[src/rtl/dskport_pkg.sv]
package dskport_pkg;

  localparam int HOST_DW = 32;
  localparam int SZ_W    = 3;

  // Decoded class of one host access.
  typedef enum logic [2:0] {
    ACC_NONE,
    ACC_TF,
    ACC_D16,
    ACC_D32,
    ACC_CTL,
    ACC_BAD
  } acc_kind_e;

  localparam int NUM_STB = 4;

  // Strobe vector bit order: 0 task-file, 1 data16, 2 data32, 3 control.
  function automatic acc_kind_e stb_kind(input int idx);
    case (idx)
      0:       return ACC_TF;
      1:       return ACC_D16;
      2:       return ACC_D32;
      default: return ACC_CTL;
    endcase
  endfunction

  // All-ones fill for an illegal read, sized to the access width.
  function automatic logic [HOST_DW-1:0] fill_ones(input logic [SZ_W-1:0] sz);
    case (sz)
      3'd1:    return {{(HOST_DW-8){1'b0}}, 8'hFF};
      3'd2:    return {{(HOST_DW-16){1'b0}}, 16'hFFFF};
      default: return {HOST_DW{1'b1}};
    endcase
  endfunction

endpackage

[src/rtl/dskport_decode.sv]
module dskport_decode
  import dskport_pkg::*;
#(
  parameter int OFF_W   = 3,
  parameter int CTL_OFF = 2
) (
  input  logic             rd_i,
  input  logic             wr_i,
  input  logic             win_i,
  input  logic [OFF_W-1:0] off_i,
  input  logic [SZ_W-1:0]  size_i,
  output acc_kind_e        kind_o,
  output logic             is_wr_o
);

  localparam logic [OFF_W-1:0] CTL_OFF_V = OFF_W'(CTL_OFF);

  logic at_base;
  assign at_base = (off_i == '0);

  always_comb begin
    kind_o = ACC_NONE;
    if (rd_i || wr_i) begin
      if (win_i) begin
        kind_o = (size_i == 3'd1 && off_i == CTL_OFF_V) ? ACC_CTL : ACC_BAD;
      end else begin
        case (size_i)
          3'd1:    kind_o = ACC_TF;
          3'd2:    kind_o = at_base ? ACC_D16 : ACC_BAD;
          3'd4:    kind_o = at_base ? ACC_D32 : ACC_BAD;
          default: kind_o = ACC_BAD;
        endcase
      end
    end
  end

  // A cycle carrying both requests is a write.
  assign is_wr_o = wr_i;

endmodule

[src/rtl/dskport_strobe.sv]
module dskport_strobe
  import dskport_pkg::*;
#(
  parameter int OFF_W = 3
) (
  input  acc_kind_e           kind_i,
  input  logic                is_wr_i,
  input  logic [OFF_W-1:0]    off_i,
  input  logic [HOST_DW-1:0]  wdata_i,
  output logic [NUM_STB-1:0]  stb_o,
  output logic [OFF_W-1:0]    tf_off_o,
  output logic                we_o,
  output logic [HOST_DW-1:0]  wdata_o
);

  for (genvar g = 0; g < NUM_STB; g++) begin : g_stb
    assign stb_o[g] = (kind_i == stb_kind(g));
  end

  logic fwd;
  assign fwd      = |stb_o;
  assign tf_off_o = stb_o[0] ? off_i : '0;
  assign we_o     = fwd && is_wr_i;
  // Hold the data lanes quiet unless a forwarded write is under way.
  assign wdata_o  = (fwd && is_wr_i) ? wdata_i : '0;

endmodule

[src/rtl/dskport_rdpath.sv]
module dskport_rdpath
  import dskport_pkg::*;
(
  input  logic               clk,
  input  logic               rst_n,
  input  acc_kind_e          kind_i,
  input  logic               is_wr_i,
  input  logic [SZ_W-1:0]    size_i,
  input  logic [7:0]         tf_rdata_i,
  input  logic [15:0]        d16_rdata_i,
  input  logic [31:0]        d32_rdata_i,
  input  logic [7:0]         ctl_rdata_i,
  output logic [HOST_DW-1:0] rdata_o,
  output logic               rvalid_o
);

  logic               rd_fire;
  logic [HOST_DW-1:0] rdata_d;
  logic [HOST_DW-1:0] rdata_q;
  logic               rvalid_q;

  assign rd_fire = (kind_i != ACC_NONE) && !is_wr_i;

  always_comb begin
    case (kind_i)
      ACC_TF:  rdata_d = {{(HOST_DW-8){1'b0}}, tf_rdata_i};
      ACC_D16: rdata_d = {{(HOST_DW-16){1'b0}}, d16_rdata_i};
      ACC_D32: rdata_d = d32_rdata_i;
      ACC_CTL: rdata_d = {{(HOST_DW-8){1'b0}}, ctl_rdata_i};
      ACC_BAD: rdata_d = fill_ones(size_i);
      default: rdata_d = rdata_q;
    endcase
  end

  always_ff @(posedge clk or negedge rst_n) begin
    if (!rst_n) begin
      rdata_q  <= '0;
      rvalid_q <= 1'b0;
    end else begin
      rvalid_q <= rd_fire;
      if (rd_fire) begin
        rdata_q <= rdata_d;
      end
    end
  end

  assign rdata_o  = rdata_q;
  assign rvalid_o = rvalid_q;

endmodule

[src/rtl/dskport_decoder.sv]
module dskport_decoder
  import dskport_pkg::*;
#(
  parameter int OFF_W   = 3,
  parameter int CTL_OFF = 2
) (
  input  logic               clk,
  input  logic               rst_n,
  input  logic               host_rd,
  input  logic               host_wr,
  input  logic               host_win,
  input  logic [OFF_W-1:0]   host_off,
  input  logic [SZ_W-1:0]    host_size,
  input  logic [HOST_DW-1:0] host_wdata,
  output logic [HOST_DW-1:0] host_rdata,
  output logic               host_rvalid,
  output logic               tf_stb,
  output logic [OFF_W-1:0]   tf_off,
  input  logic [7:0]         tf_rdata,
  output logic               d16_stb,
  input  logic [15:0]        d16_rdata,
  output logic               d32_stb,
  input  logic [31:0]        d32_rdata,
  output logic               ctl_stb,
  input  logic [7:0]         ctl_rdata,
  output logic               dn_we,
  output logic [HOST_DW-1:0] dn_wdata
);

  localparam logic [OFF_W-1:0] CTL_OFF_V = OFF_W'(CTL_OFF);

  // Reset: asserted asynchronously, released through two flops.
  logic rst_meta;
  logic rst_s;

  always_ff @(posedge clk or negedge rst_n) begin
    if (!rst_n) begin
      rst_meta <= 1'b0;
      rst_s    <= 1'b0;
    end else begin
      rst_meta <= 1'b1;
      rst_s    <= rst_meta;
    end
  end

  acc_kind_e          kind;
  logic               is_wr;
  logic [NUM_STB-1:0] stb;

  dskport_decode #(
    .OFF_W   (OFF_W),
    .CTL_OFF (CTL_OFF)
  ) decode_i (
    .rd_i    (host_rd),
    .wr_i    (host_wr),
    .win_i   (host_win),
    .off_i   (host_off),
    .size_i  (host_size),
    .kind_o  (kind),
    .is_wr_o (is_wr)
  );

  dskport_strobe #(
    .OFF_W (OFF_W)
  ) strobe_i (
    .kind_i   (kind),
    .is_wr_i  (is_wr),
    .off_i    (host_off),
    .wdata_i  (host_wdata),
    .stb_o    (stb),
    .tf_off_o (tf_off),
    .we_o     (dn_we),
    .wdata_o  (dn_wdata)
  );

  dskport_rdpath rdpath_i (
    .clk         (clk),
    .rst_n       (rst_s),
    .kind_i      (kind),
    .is_wr_i     (is_wr),
    .size_i      (host_size),
    .tf_rdata_i  (tf_rdata),
    .d16_rdata_i (d16_rdata),
    .d32_rdata_i (d32_rdata),
    .ctl_rdata_i (ctl_rdata),
    .rdata_o     (host_rdata),
    .rvalid_o    (host_rvalid)
  );

  assign tf_stb  = stb[0];
  assign d16_stb = stb[1];
  assign d32_stb = stb[2];
  assign ctl_stb = stb[3];

  // Port-level checks against the requirements.
  assert_one_strobe_R10: assert property (@(posedge clk) disable iff (!rst_s)
    $onehot0({tf_stb, d16_stb, d32_stb, ctl_stb}));

  assert_strobe_needs_request_R10: assert property (@(posedge clk) disable iff (!rst_s)
    (tf_stb || d16_stb || d32_stb || ctl_stb) |-> (host_rd || host_wr));

  assert_ctl_only_at_lane_R2: assert property (@(posedge clk) disable iff (!rst_s)
    ctl_stb |-> (host_win && host_size == 3'd1 && host_off == CTL_OFF_V));

  assert_ctl_write_fwd_R3: assert property (@(posedge clk) disable iff (!rst_s)
    (ctl_stb && host_wr) |-> (dn_we && dn_wdata == host_wdata));

  assert_wide_at_base_R6: assert property (@(posedge clk) disable iff (!rst_s)
    (d16_stb || d32_stb) |-> (!host_win && host_off == '0));

  assert_tf_offset_R5: assert property (@(posedge clk) disable iff (!rst_s)
    tf_stb |-> (tf_off == host_off && host_size == 3'd1));

  assert_rvalid_after_read_R11: assert property (@(posedge clk) disable iff (!rst_s)
    (host_rd && !host_wr) |=> host_rvalid);

  assert_write_no_rvalid_R12: assert property (@(posedge clk) disable iff (!rst_s)
    host_wr |=> !host_rvalid);

  assert_bad_ctl_read_ones_R4: assert property (@(posedge clk) disable iff (!rst_s)
    (host_rd && !host_wr && host_win && !(host_size == 3'd1 && host_off == CTL_OFF_V))
      |=> (host_rdata == fill_ones($past(host_size))));

  assert_odd_size_silent_R9: assert property (@(posedge clk) disable iff (!rst_s)
    ((host_rd || host_wr) && host_size != 3'd1 && host_size != 3'd2 && host_size != 3'd4)
      |-> !(tf_stb || d16_stb || d32_stb || ctl_stb));

endmodule

[config.mk]
export PLATFORM = sky130hd
export DESIGN_NAME = dskport_decoder
export DESIGN_NICKNAME = d
export VERILOG_FILES = /design/src/rtl/dskport_pkg.sv /design/src/rtl/dskport_decode.sv /design/src/rtl/dskport_strobe.sv /design/src/rtl/dskport_rdpath.sv /design/src/rtl/dskport_decoder.sv
export SDC_FILE = /design/constraint.sdc
export NUM_CORES = 1
export LEC_CHECK = 0
export ABC_AREA = 1
export BUFFER_PORTS_ARGS = -buffer_cell sky130_fd_sc_hd__buf_2
export CORE_UTILIZATION = 42
export CTS_CLUSTER_SIZE = 20
export DETAILED_ROUTE_END_ITERATION = 6
export PLACE_DENSITY = 0.93
export SLEW_MARGIN = 20
export SYNTH_ARGS = -nofsm -noshare
export SYNTH_HDL_FRONTEND = slang
export SYNTH_HIERARCHICAL = 1
export SYNTH_SLANG_ARGS = --single-unit
[constraint.sdc]
create_clock -name clk -period 2 [get_ports clk]
set_input_delay 0.2 -clock clk [delete_from_list [all_inputs] [get_ports clk]]
set_output_delay 0.2 -clock clk [all_outputs]
set_load 0.005 [all_outputs]
==> metrics.txt <==
P&R area growth vs syn 47.9%; Post-Synthesis Net Count 504; port bufs 179; synthesized area 0.00258 mm²; Commonest cells post-synth 177 x nand2_1, 46 x inv_1, 35 x dfrtp_1, 29 x nor2_1, 24 x nand4_1; fmax 532 MHz; via count of the first global-routing pass 2,848; global-route wire length before repair 12,600 µm; total power 2120 µW; status finished clean; DRT Pass-1 Iters 4; RD Place Congestion 0.887; Synth area leaders dfrtp_1 34%, nand2_1 26%, inv_1 6.7%; Max rail drop VDD 0.000374 V; Final ANT Viol Nets 0; Hold Fails Final Rpt 0; max layer used met4; Seq. cell area 876 µm²; fin crit period 1.88 ns; H-tree depth 2; startpoint types primary input; DPL Wire Length 6420 µm; Yosys top cell area share 0.339; Final WS setup 0.121 ns; Synth cell types 25; Primary FF master, synth dfrtp_1; met3 wire length 525 µm; Placeable Area 0.00592 mm²; Fill cells 526; DR DRC count 0; post-DR wirelength/cell 12.5 µm; most frequent cell after synthesis nand2_1; Power per Cell Area 556 mW/mm²; wl on met1 3450 µm; Place WS -0.0402 ns; Reg2Reg Setup Slack 1.35 ns; Setup Skew 0.00201 ns; max cap viols 0; #FFs+latches synth 35; fraction of layout cells with a size suffix above 1 0.438; WL final 8310 µm; sequential element share of the synthesized area 0.339; clock root cell clkbuf_8; Vert. Die Dim 80.4 µm; worst-case clock buffer depth 2; nets 695; initial antenna violation count 0; asr flop ratio synth 1.00; routed vias 3,160; Final Cell Area 0.00381 mm²; fin crit share 0.940; critical path endpoint category primary output; setup_tns 0 ns; HP Class primary input to register; number of DRC violations after detailed-routing iteration 0 214; Yosys top cell by area dfrtp_1; Final Setup Violations 0; Avg Inst Size Synth 6.50 µm²; largest net degree at the start of global routing 34; YS warnings 6; TritonCTS clock tree yes; number of antenna diodes 0; clock-pin slew on the worst setup and hold paths 0.07 ns; GRT Util Overall 0.250; Rows 28; Sink Count 35; die area 0.00646 mm²; area post-placement 0.00358 mm²; clk_lat worst skew 0.27 ns; footprint of the multi-input gates 0.00139 mm²; LEAKAGE 0.00241 µW; total gr overflow 0; number of CTS-inserted buffers 5; met2 wire len 4180 µm; synthesized instance count 397; crit path max fanout 10; post-DR vias/cell 4.76; Die W 80.4 µm; Critical Path AT 1.68 ns; Initial Util 0.436; Post-synth EDFFs 0; kind of critical path primary input to primary output; critical path required time 1.80 ns; io pins 180; pins over their slew limit 0
worst max-delay path, stage by stage:
cell	delay, ns
buf_2	0.11
inv_1	0.06
nand2_2	0.08
nor2_4	0.11
nand2_1	0.05
nor2_1	0.12
nor3_2	0.07
buf_12	0.15
inv_2	0.06
nand3_2	0.11
nand2_4	0.10
nand2_8	0.08
buf_6	0.15
nor2_1	0.10
buf_2	0.12
cell families after synthesis:
| kind of cell | Yosys count | synth area share |
|---|---|---|
| buf+inv | 72 | 0.143 |
| flops | 35 | 0.339 |
| simple gates | 284 | 0.495 |
| other cells | 1 | 0.00145 |
| compound gates | 5 | 0.0213 |
per-layer routing:
metal  up-vias  track usage
met5         -            0
met4         0       0.0732
met3        16       0.0489
met2       123        0.438
met1      1433        0.309
li1       1588            -
layout by cell type (no fill, tap or decap), types with 3 or more instances in the layout:
| cell | netlist | final |
|---|---|---|
| nand4_1 | 24 | 24 |
| clkbuf_8 | 0 | 7 |
| buf_4 | 3 | 16 |
| buf_2 | 7 | 179 |
| dfrtp_1 | 35 | 35 |
| inv_1 | 46 | 46 |
| nor3_2 | 0 | 3 |
| nor2_2 | 21 | 24 |
| nand2_1 | 177 | 176 |
| nor2_4 | 2 | 3 |
| buf_12 | 0 | 4 |
| inv_2 | 6 | 6 |
| nor2_1 | 29 | 25 |
| nand3_1 | 19 | 19 |
flip-flops by register name (all words and copies together), names as in the netlist:
name	cells
rst_meta	1
rdpath_i/rdata_o	32
rst_s	1
rdpath_i/rvalid_o	1
worst paths after layout:
kind,startpoint,endpoint,cells past startpoint
setup reg to reg,rdpath_i/rdata_o[21]$_DFFE_PN0P_,rdpath_i/rdata_o[21]$_DFFE_PN0P_,2
hold / removal,host_wr,rdpath_i/rvalid_o$_DFF_PN0_,2
hold reg to reg,rst_s$_DFF_PN0_,rdpath_i/rdata_o[19]$_DFFE_PN0P_,1
max in group asynchronous,rst_s$_DFF_PN0_,rdpath_i/rdata_o[25]$_DFFE_PN0P_,1
setup / recovery,host_off[0],dn_wdata[18],15
min in group asynchronous,rst_n,rst_s$_DFF_PN0_,2
final cells by class:
class                   count  share of cell area
multi-input cells         290               0.364
repair buffers            203               0.302
flip-flops and latches     35               0.230
inverters                  53              0.0528
clock buffers               8              0.0262
well taps                  75              0.0246
power by group:
| part | leakage, µW | total [µW] | internal (µW) | switching (µW) |
|---|---|---|---|---|
| clock | 0.0000515 | 555 | 314 | 240 |
| combinational | 0.00193 | 704 | 323 | 381 |
| sequential | 0.000430 | 863 | 809 | 54.2 |
| total | 0.00241 | 2120 | 1450 | 675 |
through the flow:
| stage | cells | hold slack [ns] | util |
|---|---|---|---|
| after floorplan | 397 | -0.0956 | - |
| after global placement | 648 | -0.0156 | 0.605 |
| after detailed placement | 648 | -0.0113 | 0.605 |
| after CTS | 657 | 0.165 | 0.624 |
| after global routing | 664 | 0.205 | 0.644 |
| final | 664 | 0.215 | 0.644 |
timing repair:
action                                 CTS  global route
setup buffers                            0             6
hold buffers                             1             0
resized for setup                        0            14
setup endpoints to repair                0            21
endpoints found under the hold margin    2             0
Power figures use the tool's default switching activity.
